## src/rtl/r4div_pkg.sv

```systemverilog
package r4div_pkg;

  typedef logic [1:0] qdigit_t;

  // Largest passing multiple wins: bit 2 = 3x, bit 1 = 2x, bit 0 = 1x.
  function automatic qdigit_t pick_digit(input logic [2:0] fit);
    if (fit[2])      return 2'd3;
    else if (fit[1]) return 2'd2;
    else if (fit[0]) return 2'd1;
    else             return 2'd0;
  endfunction

endpackage

```

## src/rtl/r4div_mult.sv

```systemverilog
module r4div_mult #(
  parameter int DVS_W = 8,
  localparam int WIN_W = DVS_W + 2
) (
  input  logic [DVS_W-1:0]          dvs,
  output logic [2:0][WIN_W-1:0]     mult
);
  logic [WIN_W-1:0] one_x;
  logic [WIN_W-1:0] two_x;

  assign one_x = WIN_W'(dvs);
  assign two_x = WIN_W'({dvs, 1'b0});

  assign mult[0] = one_x;
  assign mult[1] = two_x;
  assign mult[2] = one_x + two_x;
endmodule

```

## src/rtl/r4div_trial.sv

```systemverilog
module r4div_trial #(
  parameter int DVS_W = 8,
  localparam int WIN_W = DVS_W + 2,
  localparam int TRL_W = WIN_W + 1
) (
  input  logic [WIN_W-1:0]          win,
  input  logic [2:0][WIN_W-1:0]     mult,
  output logic [2:0]                fit,
  output logic [2:0][WIN_W-1:0]     diff
);
  for (genvar k = 0; k < 3; k++) begin : g_sub
    logic [TRL_W-1:0] d_full;
    assign d_full  = {1'b0, win} - {1'b0, mult[k]};
    assign fit[k]  = ~d_full[TRL_W-1];
    assign diff[k] = d_full[WIN_W-1:0];
  end
endmodule

```

## src/rtl/r4div_sel.sv

```systemverilog
module r4div_sel
  import r4div_pkg::*;
#(
  parameter int DVS_W = 8,
  localparam int WIN_W = DVS_W + 2
) (
  input  logic [WIN_W-1:0]          win,
  input  logic [2:0]                fit,
  input  logic [2:0][WIN_W-1:0]     diff,
  output qdigit_t                   digit,
  output logic [WIN_W-1:0]          nrem
);
  always_comb begin
    digit = pick_digit(fit);
    unique case (digit)
      2'd3:    nrem = diff[2];
      2'd2:    nrem = diff[1];
      2'd1:    nrem = diff[0];
      default: nrem = win;
    endcase
  end
endmodule

```

## src/rtl/r4div.sv

```systemverilog
module r4div
  import r4div_pkg::*;
#(
  parameter int DVD_W = 16,
  parameter int DVS_W = 8
) (
  input  logic             clk,
  input  logic             rst_n,
  input  logic             start_i,
  input  logic [DVD_W-1:0] dividend_i,
  input  logic [DVS_W-1:0] divisor_i,
  output logic             busy_o,
  output logic             done_o,
  output logic [DVD_W-1:0] quotient_o,
  output logic [DVD_W-1:0] remainder_o
);
  localparam int EXT_W = DVD_W + (DVD_W % 2);
  localparam int NSTEP = EXT_W / 2;
  localparam int CNT_W = $clog2(NSTEP + 1);
  localparam int WIN_W = DVS_W + 2;

  logic             busy_q, done_q, dz_q;
  logic [CNT_W-1:0] cnt_q;
  logic [EXT_W-1:0] dvd_sh_q, quo_sh_q;
  logic [DVS_W-1:0] dvs_q;
  logic [WIN_W-1:0] prem_q;
  logic [DVD_W-1:0] quotient_q, remainder_q;

  logic [WIN_W-1:0]      win;
  logic [2:0][WIN_W-1:0] mult;
  logic [2:0]            fit;
  logic [2:0][WIN_W-1:0] diff;
  qdigit_t               digit;
  logic [WIN_W-1:0]      nrem;
  logic [1:0]            top_pair;
  logic [EXT_W-1:0]      dvd_nxt, quo_nxt;
  logic                  last_step;

  assign top_pair = dvd_sh_q[EXT_W-1 -: 2];
  assign win      = WIN_W'({prem_q, top_pair});

  r4div_mult #(.DVS_W(DVS_W)) u_mult (.dvs(dvs_q), .mult(mult));

  r4div_trial #(.DVS_W(DVS_W)) u_trial (
    .win(win), .mult(mult), .fit(fit), .diff(diff)
  );

  r4div_sel #(.DVS_W(DVS_W)) u_sel (
    .win(win), .fit(fit), .diff(diff), .digit(digit), .nrem(nrem)
  );

  // Zero divisor: the dividend rotates back into place over NSTEP passes.
  assign dvd_nxt   = (dvd_sh_q << 2) | (dz_q ? EXT_W'(top_pair) : '0);
  assign quo_nxt   = (quo_sh_q << 2) | EXT_W'(dz_q ? 2'b11 : digit);
  assign last_step = (cnt_q == CNT_W'(NSTEP - 1));

  always_ff @(posedge clk or negedge rst_n) begin
    if (!rst_n) begin
      busy_q      <= 1'b0;
      done_q      <= 1'b0;
      dz_q        <= 1'b0;
      cnt_q       <= '0;
      dvd_sh_q    <= '0;
      quo_sh_q    <= '0;
      dvs_q       <= '0;
      prem_q      <= '0;
      quotient_q  <= '0;
      remainder_q <= '0;
    end else begin
      done_q <= 1'b0;
      if (!busy_q) begin
        if (start_i) begin
          busy_q   <= 1'b1;
          cnt_q    <= '0;
          dvd_sh_q <= EXT_W'(dividend_i);
          dvs_q    <= divisor_i;
          dz_q     <= (divisor_i == '0);
          prem_q   <= '0;
          quo_sh_q <= '0;
        end
      end else begin
        dvd_sh_q <= dvd_nxt;
        quo_sh_q <= quo_nxt;
        prem_q   <= dz_q ? prem_q : nrem;
        cnt_q    <= cnt_q + CNT_W'(1);
        if (last_step) begin
          busy_q      <= 1'b0;
          done_q      <= 1'b1;
          quotient_q  <= DVD_W'(quo_nxt);
          remainder_q <= dz_q ? DVD_W'(dvd_nxt) : DVD_W'(nrem);
        end
      end
    end
  end

  assign busy_o      = busy_q;
  assign done_o      = done_q;
  assign quotient_o  = quotient_q;
  assign remainder_o = remainder_q;
endmodule

```

## config.mk

```make
export PLATFORM = sky130hd
export DESIGN_NAME = r4div
export DESIGN_NICKNAME = d
export VERILOG_FILES = /design/src/rtl/r4div_pkg.sv /design/src/rtl/r4div_mult.sv /design/src/rtl/r4div_trial.sv /design/src/rtl/r4div_sel.sv /design/src/rtl/r4div.sv
export SDC_FILE = /design/constraint.sdc
export NUM_CORES = 1
export LEC_CHECK = 0
export BUFFER_PORTS_ARGS = -buffer_cell sky130_fd_sc_hd__buf_4
export CORE_UTILIZATION = 35
export DETAILED_ROUTE_END_ITERATION = 10
export PLACE_DENSITY = 0.57
export SYNTH_ARGS = -nofsm -noshare
export SYNTH_HDL_FRONTEND = slang
export SYNTH_SLANG_ARGS = --single-unit
```

## constraint.sdc

```tcl
create_clock -name clk -period 4.2 [get_ports clk]
set_clock_uncertainty 0.2 [all_clocks]
set_input_delay 0.63 -clock clk [delete_from_list [all_inputs] [get_ports clk]]
set_output_delay 0.63 -clock clk [all_outputs]
set_load 0.005 [all_outputs]
```

# [Word level (Yosys, flattened, before mapping)]
# Cells that the tools add are included.
[totals] regBits=85 inputBits=27 output_inout_bits=34 elab_cells=49
[classes] n_addsub=5 eq_ne=5 n_mux=21 bitwise_logic=3 n_reduce_logical=5
[ops] op="two-way mux 16 bit" count=3
[ops] op="bitwise OR 16 x 2 -> 16 bit" count=2
[ops] op="one-hot mux 10 bit (3 select lines)" count=1
[ops] op="two-way mux 14 bit" count=2
[ops] op="two-way mux 8 bit" count=3
[ops] op="subtractor 10 x 10 -> 11 bit" count=1
[ops] op="subtractor 10 x 8 -> 11 bit" count=1
[ops] op="subtractor 10 x 9 -> 11 bit" count=1
[ops] op="adder 8 x 9 -> 10 bit" count=1
[ops] op="zero test 8 bit" count=1
[ops] op="two-way mux 2 bit" count=4
[ops] op="two-way mux 4 bit" count=2
[ops] op="two-way mux 1 bit" count=6
[ops] op="AND reduction 2 bit" count=3
[ops] op="adder 4 x 1 -> 4 bit, second input constant" count=1
[ops] op="== test 2 bit, second input constant" count=2
[ops] op="== test 4 x 3 -> 1 bit, second input constant" count=1
[ops] op="== test 2 x 1 -> 1 bit, second input constant" count=1
[ops] op="!= test 2 bit, second input constant" count=1
[ops] op="nonzero test 2 bit" count=1
[ops] op="NOT 1 bit" count=1

# [Longest topological paths before layout]
# Gate-level depths: netlist of the first run.
[logic_depth] word_depth=8 mapped_depth=11 ltp_nobuf=10

# [Hierarchy]
# From an unflattened synthesis of the first run, not the netlist that was laid out.
[hier_totals] hier_cells=598 hier_area_um2=5679.2
[modules_own_cells] module="r4div" n_inst=1 cells_per_inst=301 area_each_um2=3577.2 seq_area_each_um2=2127.0
[modules_own_cells] module="r4div_trial" n_inst=1 cells_per_inst=192 area_each_um2=1361.3 seq_area_each_um2=0.0
[modules_own_cells] module="r4div_mult" n_inst=1 cells_per_inst=64 area_each_um2=506.7 seq_area_each_um2=0.0
[modules_own_cells] module="r4div_sel" n_inst=1 cells_per_inst=41 area_each_um2=234.0 seq_area_each_um2=0.0

# [Worst setup path before layout of the first run]
# No wires, ideal clock.
[synth_timing] kind="reg2reg" start="reg dvs_q[5]" end="reg remainder_q[9], in the netlist remainder_o[9]" setup_time_ps=73 t_arrival_ps=2700 required_time_ps=3927 path_slack_ps=1227 stages_incl_launch_ff=11 n_path_buf=1 period_less_slack_ps=2973 cell_sequence="dfrtp_1 -> inv_1 -> fa_1 -> ha_1 -> a21o_1 -> a31o_2 -> o211ai_2 -> nand2_1 -> clkbuf_1 -> a2111o_1 -> a21oi_2"
[synth_via] elab_chain_cells=7 elab_cells_between_ends=12 classes_between="add/sub: 4; eq/ne: 3; mux: 5"
[synth_rtl] element="start: declaration" line_no="r4div.sv:25" source="logic [DVS_W-1:0] dvs_q;"
[synth_rtl] element="start signal: assignment" line_no="r4div.sv:76" source="dvs_q <= divisor_i;"
[synth_rtl] element="parallel branches: the longest is 5 deep, another holds subtractor 10 x 10 -> 11 bit"
[synth_rtl] element="one-hot mux 10 bit (3 select lines) (*)" line_no="r4div_sel.sv:15" source="unique case (digit)"
[synth_rtl] element="two-way mux 16 bit (*)" line_no="r4div.sv:90" source="remainder_q <= dz_q ? DVD_W'(dvd_nxt) : DVD_W'(nrem);"
[synth_rtl] element="end signal: assignment" line_no="r4div.sv:90"
[synth_rtl] element="end: declaration" line_no="r4div.sv:27" source="logic [DVD_W-1:0] quotient_q, remainder_q;"
# Mark *: on every way between the ends.
# A chain may end at the register's enable or synchronous reset.

# [Worst setup path after layout of the first run]
[layout_timing] start="reg dvs_q[5]" end="reg remainder_q[2], in the netlist remainder_o[2]"
[layout_via] elab_chain_cells=7 elab_cells_between_ends=12 classes_between="add/sub: 4; eq/ne: 3; mux: 5"
[layout_rtl] element="parallel branches: the longest is 3 deep, another holds subtractor 10 x 10 -> 11 bit"
[layout_rtl] element="two-way mux 2 bit (*)" line_no="r4div_pkg.sv:7" source="if (fit[2]) return 2'd3;"
[layout_rtl] element="== test 2 x 1 -> 1 bit / == test 2 bit (equally long branches)" line_no="r4div_sel.sv:15"
[layout_rtl] element="one-hot mux 10 bit (3 select lines) (*)" line_no="r4div_sel.sv:15"
[layout_rtl] element="two-way mux 16 bit (*)" line_no="r4div.sv:90"
# Marks and branches as above.

==> impl_metrics.json, run 1 <==
{
  "synth_edf_count": 0,
  "start_kind": "register",
  "wire_per_inst_um": 17.6,
  "grt_max_degree": 86,
  "postSynthRegisterBits": 85,
  "critPathArrivalTime_ns": 3.51,
  "yosys.cell_types.count": 63,
  "drt_iter0_markers": 222,
  "die_y_um": 124,
  "post-place-cells": 790,
  "ys_warn_count": 0,
  "cts-buffers-inserted": 9,
  "route.final.wire_length_um": 14200,
  "fin_setup_tns_ns": 0,
  "post-synth-top-area-cell": "sky130_fd_sc_hd__dfrtp_1",
  "drive_gt1_share_pct": 15.4,
  "run_status": "completed",
  "post_route_drc": 0,
  "grt_pass1_wl_um": 22900,
  "timing.reg2reg.worst_path_depth": 9,
  "regToRegSetupSlack_ns": 0.77,
  "detailedRoute.firstPassIterationCount": 5,
  "worstReg2RegEnd": "remainder_o[2]",
  "postSynth.asyncResetShare_pct": 100,
  "final-hold-violation-count": 0,
  "timing_max_transition_violations_final": 0,
  "clockBufferDepth": 2,
  "grt_overflow_total": 0,
  "antenna_left": 0,
  "holdCritPathClass": "register to register",
  "tritoncts_num_sinks": 85,
  "insertedDiodeCount": 0,
  "relSlewSlack_pct": 25.9,
  "setup_violations": 0,
  "layout-area-overhead-vs-synth_pct": 18.1,
  "count_of_standard_cell_rows": 44,
  "detailedPlacementHpwl_um": 10100,
  "critPathRequiredTime_ns": 4.28,
  "grt_pass1_vias": 4418,
  "clock-root-buffer": "sky130_fd_sc_hd__clkbuf_16",
  "critPathCaptureType": "register",
  "worstHoldEndpoint": "remainder_o[13]",
  "fill_cells": 1462,
  "port_buffers": 60,
  "synthTopCellsByArea": "sky130_fd_sc_hd__dfrtp_1 (41%), sky130_fd_sc_hd__nand2_1 (7.9%), sky130_fd_sc_hd__ha_1 (7.2%)",
  "post-route-min-period_ns": 3.43,
  "core-area_mm2": 0.0145,
  "worst_path_clk_slew_ns": 0.07,
  "fp.dieW_um": 124,
  "rsz0062_at_grt": "false",
  "maxClockFrequency_mhz": 292,
  "hold_start": "remainder_o[13]",
  "io-pin-count": 61,
  "tritoncts_clock_tree": "yes",
  "grt_antenna_before_repair": 0,
  "fin_util_pct": 42.2,
  "finish.cell_count_without_fillers": 806,
  "area_of_the_mapped_netlist_mm2": 0.00520,
  "syn-instance-count": 568,
  "startpoint_of_the_lowest_slack_register_to_register_path": "dvs_q[5]",
  "die-area_mm2": 0.0153,
  "maxCapViolCount": 0,
  "multi_input_comb_area_mm2": 0.00287,
  "floorplan.initialDensity_pct": 35.8,
  "dr_total_vias": 4428,
  "insertion_delay_ns": 0.34,
  "design.final.nets": 683,
  "synth-seq-area-share_pct": 40.9,
  "cts.hold.buffers_added": 0,
  "post_cts_buffers": 0,
  "synthesis.nets": 634,
  "yosys.area.top_type_share_pct": 40.9,
  "gr-usage-all-layers_pct": 19.7,
  "worst-setup-path-type": "register to register",
  "finalWeightedCongestion": 0.888,
  "synth.avg_cell_area_um2": 9.15,
  "timing.final.crit_share_pct": 81.6,
  "cp_max_fo": 11,
  "cts.repair.resized": 0,
  "vias_per_cell": 5.49,
  "htree_num_levels": 3,
  "worst-slew-pin-transition_ns": 1.11,
  "worstHoldPathCells": 2,
  "ys_dominant_reg_cell": "sky130_fd_sc_hd__dfrtp_1",
  "final-seq-area_mm2": 0.00213
}
-- worst max-delay path by stage --
stage	from	endpoint	slack (ns)
2_1_floorplan	dvs_q[5]	remainder_o[9]	1.23
3_3_place_gp	dvs_q[4]	remainder_o[2]	0.88
3_5_place_dp	dvs_q[1]	remainder_o[2]	0.84
6_report	dvs_q[5]	remainder_o[2]	0.77
4_1_cts	dvs_q[4]	prem_q[4]	0.80
5_1_grt	dvs_q[1]	prem_q[4]	0.53
-- final cells by class --
type / count / area share, %
multi-input combinational: 431 / 46.8
inverter: 26 / 1.59
tap: 184 / 3.75
sequential: 85 / 34.7
clock buffer: 9 / 3.67
clock inverter: 7 / 1.71
timing repair buffer: 64 / 7.83
-- cells in the final DEF, fill, tap and decap left out, types with 4 or more instances in the layout --
master | netlist | final
sky130_fd_sc_hd__inv_1 | 26 | 26
sky130_fd_sc_hd__dfrtp_1 | 85 | 84
sky130_fd_sc_hd__xnor2_1 | 10 | 10
sky130_fd_sc_hd__ha_1 | 30 | 30
sky130_fd_sc_hd__a31oi_1 | 7 | 7
sky130_fd_sc_hd__a211oi_1 | 6 | 6
sky130_fd_sc_hd__xor2_1 | 7 | 7
sky130_fd_sc_hd__and3_1 | 4 | 4
sky130_fd_sc_hd__fa_1 | 9 | 9
sky130_fd_sc_hd__o31ai_1 | 9 | 9
sky130_fd_sc_hd__nor2b_1 | 4 | 4
sky130_fd_sc_hd__or3_1 | 5 | 5
sky130_fd_sc_hd__a21oi_1 | 25 | 25
sky130_fd_sc_hd__nor2_1 | 17 | 17
sky130_fd_sc_hd__nand2_1 | 109 | 109
sky130_fd_sc_hd__nand2b_1 | 15 | 15
sky130_fd_sc_hd__nand3_1 | 16 | 16
sky130_fd_sc_hd__buf_4 | 1 | 64
sky130_fd_sc_hd__mux2i_1 | 17 | 17
sky130_fd_sc_hd__a22o_1 | 5 | 5
sky130_fd_sc_hd__o211ai_1 | 8 | 8
sky130_fd_sc_hd__nor3_1 | 10 | 10
sky130_fd_sc_hd__clkbuf_16 | 0 | 9
sky130_fd_sc_hd__o21ai_0 | 54 | 54
sky130_fd_sc_hd__a21o_1 | 10 | 10
-- critical path, cell delays in order (launching register included) --
cell and delay (ns):
sky130_fd_sc_hd__dfrtp_1 0.37, sky130_fd_sc_hd__inv_1 0.19, sky130_fd_sc_hd__fa_1 0.46, sky130_fd_sc_hd__ha_1 0.37, sky130_fd_sc_hd__a21o_1 0.20, sky130_fd_sc_hd__a31o_2 0.24
sky130_fd_sc_hd__o211ai_2 0.34, sky130_fd_sc_hd__nand2_1 0.39, sky130_fd_sc_hd__o41ai_1 0.44, sky130_fd_sc_hd__o22a_1 0.17
-- sequential cells by signal (all words and copies together), names as in the netlist --
name and count:
busy_o 1, cnt_q 4, done_o 1, dvd_sh_q 16, dvs_q 8, dz_q 1, prem_q 8, quo_sh_q 14
quotient_o 16, remainder_o 16
-- per-layer routing --
metal	vias to the layer above	global-route usage, %	wire length, µm
li1	2115	-	-
met1	2167	26.6	6700
met2	129	31.5	6500
met3	17	3.89	761
met4	0	6.17	233
met5	-	0	0
-- kinds of logic (layout without fill, tap and decap cells) --
| logic type | Yosys count | after routing | share of synthesized area (%) |
|---|---|---|---|
| AOI/OAI and AO/OA | 162 | 162 | 20.8 |
| xor gates and xnor gates | 17 | 17 | 2.86 |
| adders and majority gates | 39 | 39 | 10.7 |
| buffers and inverters | 52 | 106 | 3.88 |
| DFF | 85 | 85 | 40.9 |
| muxes | 18 | 18 | 3.49 |
| and+or+nand+nor | 195 | 195 | 17.3 |
-- synthesized netlist by cell type, types with 3 or more instances --
| library cell | number |
|---|---|
| sky130_fd_sc_hd__and3_1 | 4 |
| sky130_fd_sc_hd__a21oi_2 | 3 |
| sky130_fd_sc_hd__nand2_1 | 109 |
| sky130_fd_sc_hd__a22o_1 | 5 |
| sky130_fd_sc_hd__fa_1 | 9 |
| sky130_fd_sc_hd__xor2_1 | 7 |
| sky130_fd_sc_hd__nand2b_1 | 15 |
| sky130_fd_sc_hd__nand3_1 | 16 |
| sky130_fd_sc_hd__nor2_1 | 17 |
| sky130_fd_sc_hd__dfrtp_1 | 85 |
| sky130_fd_sc_hd__or3_1 | 5 |
| sky130_fd_sc_hd__a2bb2oi_1 | 3 |
| sky130_fd_sc_hd__a211oi_1 | 6 |
| sky130_fd_sc_hd__clkbuf_1 | 22 |
| sky130_fd_sc_hd__a21o_1 | 10 |
| sky130_fd_sc_hd__nor3_1 | 10 |
| sky130_fd_sc_hd__nor2b_1 | 4 |
| sky130_fd_sc_hd__o21ai_0 | 54 |
| sky130_fd_sc_hd__a21oi_1 | 25 |
| sky130_fd_sc_hd__a31oi_1 | 7 |
| sky130_fd_sc_hd__inv_1 | 26 |
| sky130_fd_sc_hd__ha_1 | 30 |
| sky130_fd_sc_hd__xnor2_1 | 10 |
| sky130_fd_sc_hd__mux2i_1 | 17 |
| sky130_fd_sc_hd__o211ai_1 | 8 |
| sky130_fd_sc_hd__o31ai_1 | 9 |
| sky130_fd_sc_hd__and2_1 | 3 |
-- through the flow --
step / worst slack (ns) / area [µm²] / hold WS [ns]
finish: 0.772 / 6140 / 0.267
global placement: 0.884 / 5810 / 0.251
CTS: 0.796 / 6140 / 0.273
detailed placement: 0.838 / 5810 / 0.258
global route: 0.530 / 6140 / 0.301
floorplan: 1.23 / 5200 / 0.134
Power of run 1 is not shown: default switching activity piles up to over one toggle a cycle in this logic, so the estimate is an artifact.
==> run 2: changes to the inputs <==
--- a/config.mk
+++ b/config.mk
@@ -8,7 +8,7 @@
 export BUFFER_PORTS_ARGS = -buffer_cell sky130_fd_sc_hd__buf_4
 export CORE_UTILIZATION = 35
 export DETAILED_ROUTE_END_ITERATION = 10
-export PLACE_DENSITY = 0.57
+export PLACE_DENSITY = 0.59
 export SYNTH_ARGS = -nofsm -noshare
 export SYNTH_HDL_FRONTEND = slang
 export SYNTH_SLANG_ARGS = --single-unit
==> constraint.sdc (replaced) <==
create_clock -name clk -period 3.1 [get_ports clk]
set_clock_uncertainty 0.2 [all_clocks]
set_input_delay 0.465 -clock clk [delete_from_list [all_inputs] [get_ports clk]]
set_output_delay 0.465 -clock clk [all_outputs]
set_load 0.005 [all_outputs]
==> run 2 against run 1 <==
Compared with the run above:
- global-route usage grew 1.3 points
- final area grew 5.9%
- via count grew 2.4%
- clock-buffer cell count is the same
==> impl_metrics.json, run 2 (synthesized netlist as in run 1, its figures left out) <==
{
  "run_status": "completed",
  "insertedDiodeCount": 0,
  "setup_violations": 0,
  "clockBufferDepth": 2,
  "fp.dieW_um": 124,
  "timing.final.crit_share_pct": 95.3,
  "worst_path_clk_slew_ns": 0.07,
  "worstPathBufferInverterCount": 2,
  "tritoncts_num_sinks": 85,
  "layout-area-overhead-vs-synth_pct": 25.0,
  "critPathRequiredTime_ns": 3.15,
  "critPathArrivalTime_ns": 3.00,
  "holdCritPathClass": "primary input to register",
  "htree_num_levels": 3,
  "final_cell_mix": "sky130_fd_sc_hd__nand2_1 (107), sky130_fd_sc_hd__buf_4 (94), sky130_fd_sc_hd__dfrtp_1 (84)",
  "route.final.wire_length_um": 15100,
  "insertion_delay_ns": 0.36,
  "die_y_um": 124,
  "fin_ws_ns": 0.146,
  "fin_setup_tns_ns": 0,
  "worst-slew-pin-transition_ns": 0.738,
  "dp_slack_ns": -0.00910,
  "rsz0062_at_grt": "false",
  "die-area_mm2": 0.0153,
  "final-hold-violation-count": 0,
  "fill_cells": 1392,
  "maxCapViolCount": 0,
  "post_route_drc": 0,
  "cts-buffers-inserted": 9,
  "tritoncts_clock_tree": "yes",
  "antenna_left": 0,
  "grt_overflow_total": 0,
  "design.final.nets": 717,
  "drive_gt1_share_pct": 21.8,
  "vias_per_cell": 5.40,
  "drt_iter0_markers": 403,
  "maxClockFrequency_mhz": 339,
  "finalWeightedCongestion": 0.905,
  "timing.critical_path.slowest_cell_delay_ns": 0.45,
  "core-area_mm2": 0.0145,
  "timing.critical_path.max_delay_family": "compound AO/OA/AOI/OAI gates",
  "critPathCaptureType": "register",
  "grt_antenna_before_repair": 0,
  "timing.critical_path.cells": "inv_1, fa_1, ha_1, a21o_1, a21o_1, a21oi_4, buf_4, o211ai_1, a2bb2oi_1, o31ai_1",
  "dr_total_vias": 4533,
  "gr-usage-all-layers_pct": 20.9,
  "regToRegSetupSlack_ns": 0.15,
  "worst-path-stages": 10,
  "worst-setup-path-type": "register to register",
  "post_cts_buffers": 0,
  "io-pin-count": 61,
  "worstHoldPathCells": 3,
  "wire_per_inst_um": 17.9,
  "relSlewSlack_pct": 50.8,
  "floorplan.initialDensity_pct": 35.8,
  "post-route-min-period_ns": 2.95,
  "count_of_standard_cell_rows": 44,
  "grt_max_degree": 66,
  "timing.reg2reg.worst_path_depth": 10,
  "port_buffers": 60,
  "critical-path-slowest-cell": "sky130_fd_sc_hd__fa_1",
  "start_kind": "register",
  "detailedRoute.firstPassIterationCount": 7,
  "cp_max_fo": 5,
  "grt_pass1_vias": 4495,
  "clock-root-buffer": "sky130_fd_sc_hd__clkbuf_16",
  "timing.critical_path.mode_cell": "sky130_fd_sc_hd__a21o_1",
  "detailedPlacementHpwl_um": 11300,
  "mostFrequentLayoutCell": "sky130_fd_sc_hd__nand2_1",
  "grt_pass1_wl_um": 23800,
  "timing_max_transition_violations_final": 0
}
-- run 2: what timing repair did --
item,CTS,global route
hold endpoints to repair,38,0
hold buffers,1,0
gates resized for setup,1,20
endpoints found under the setup margin,3,20
pin swaps,0,3
-- run 2: layout make-up --
class | instances | area, µm² | share of cell area (%)
clock inverter | 7 | 106 | 1.64
multi-input combinational | 431 | 2950 | 45.4
clock buffer | 9 | 225 | 3.47
inverter | 26 | 97.6 | 1.50
sequential | 85 | 2130 | 32.8
timing repair buffer | 98 | 758 | 11.7
tap | 184 | 230 | 3.54
-- run 2: worst paths after layout --
path | from | end
max | dvs_q[7] | remainder_o[3]
min | divisor_i[0] | dvs_q[0]
max reg2reg | dvs_q[7] | remainder_o[3]
min reg2reg | remainder_o[15] | remainder_o[15]
max in group asynchronous | rst_n | remainder_o[2]
min in group asynchronous | rst_n | quotient_o[12]
-- run 2: routing by layer --
layer	share of wire, %	up-vias	GRT usage [%]
li1	-	2192	-
met1	47	2206	27.9
met2	45	114	32.6
met3	5.3	21	5.77
met4	1.8	0	6.93
met5	0	-	0
-- run 2: per-stage QoR --
step	instances	util [%]	instance area [µm²]	hold slack, ns
global route	840	44.7	6490	0.116
CTS	840	44.1	6410	0.114
finish	840	44.7	6490	0.120
floorplan	568	-	5200	-0.0306
global placement	823	41.7	6070	0.251
detailed placement	823	41.7	6070	0.258
-- run 2: tightest hold or removal path, cell delays in order --
cell                      delay [ns]
sky130_fd_sc_hd__buf_4          0.09
sky130_fd_sc_hd__nand2_1        0.04
sky130_fd_sc_hd__nand2_1        0.04
Power of run 2 is left out for the same reason.
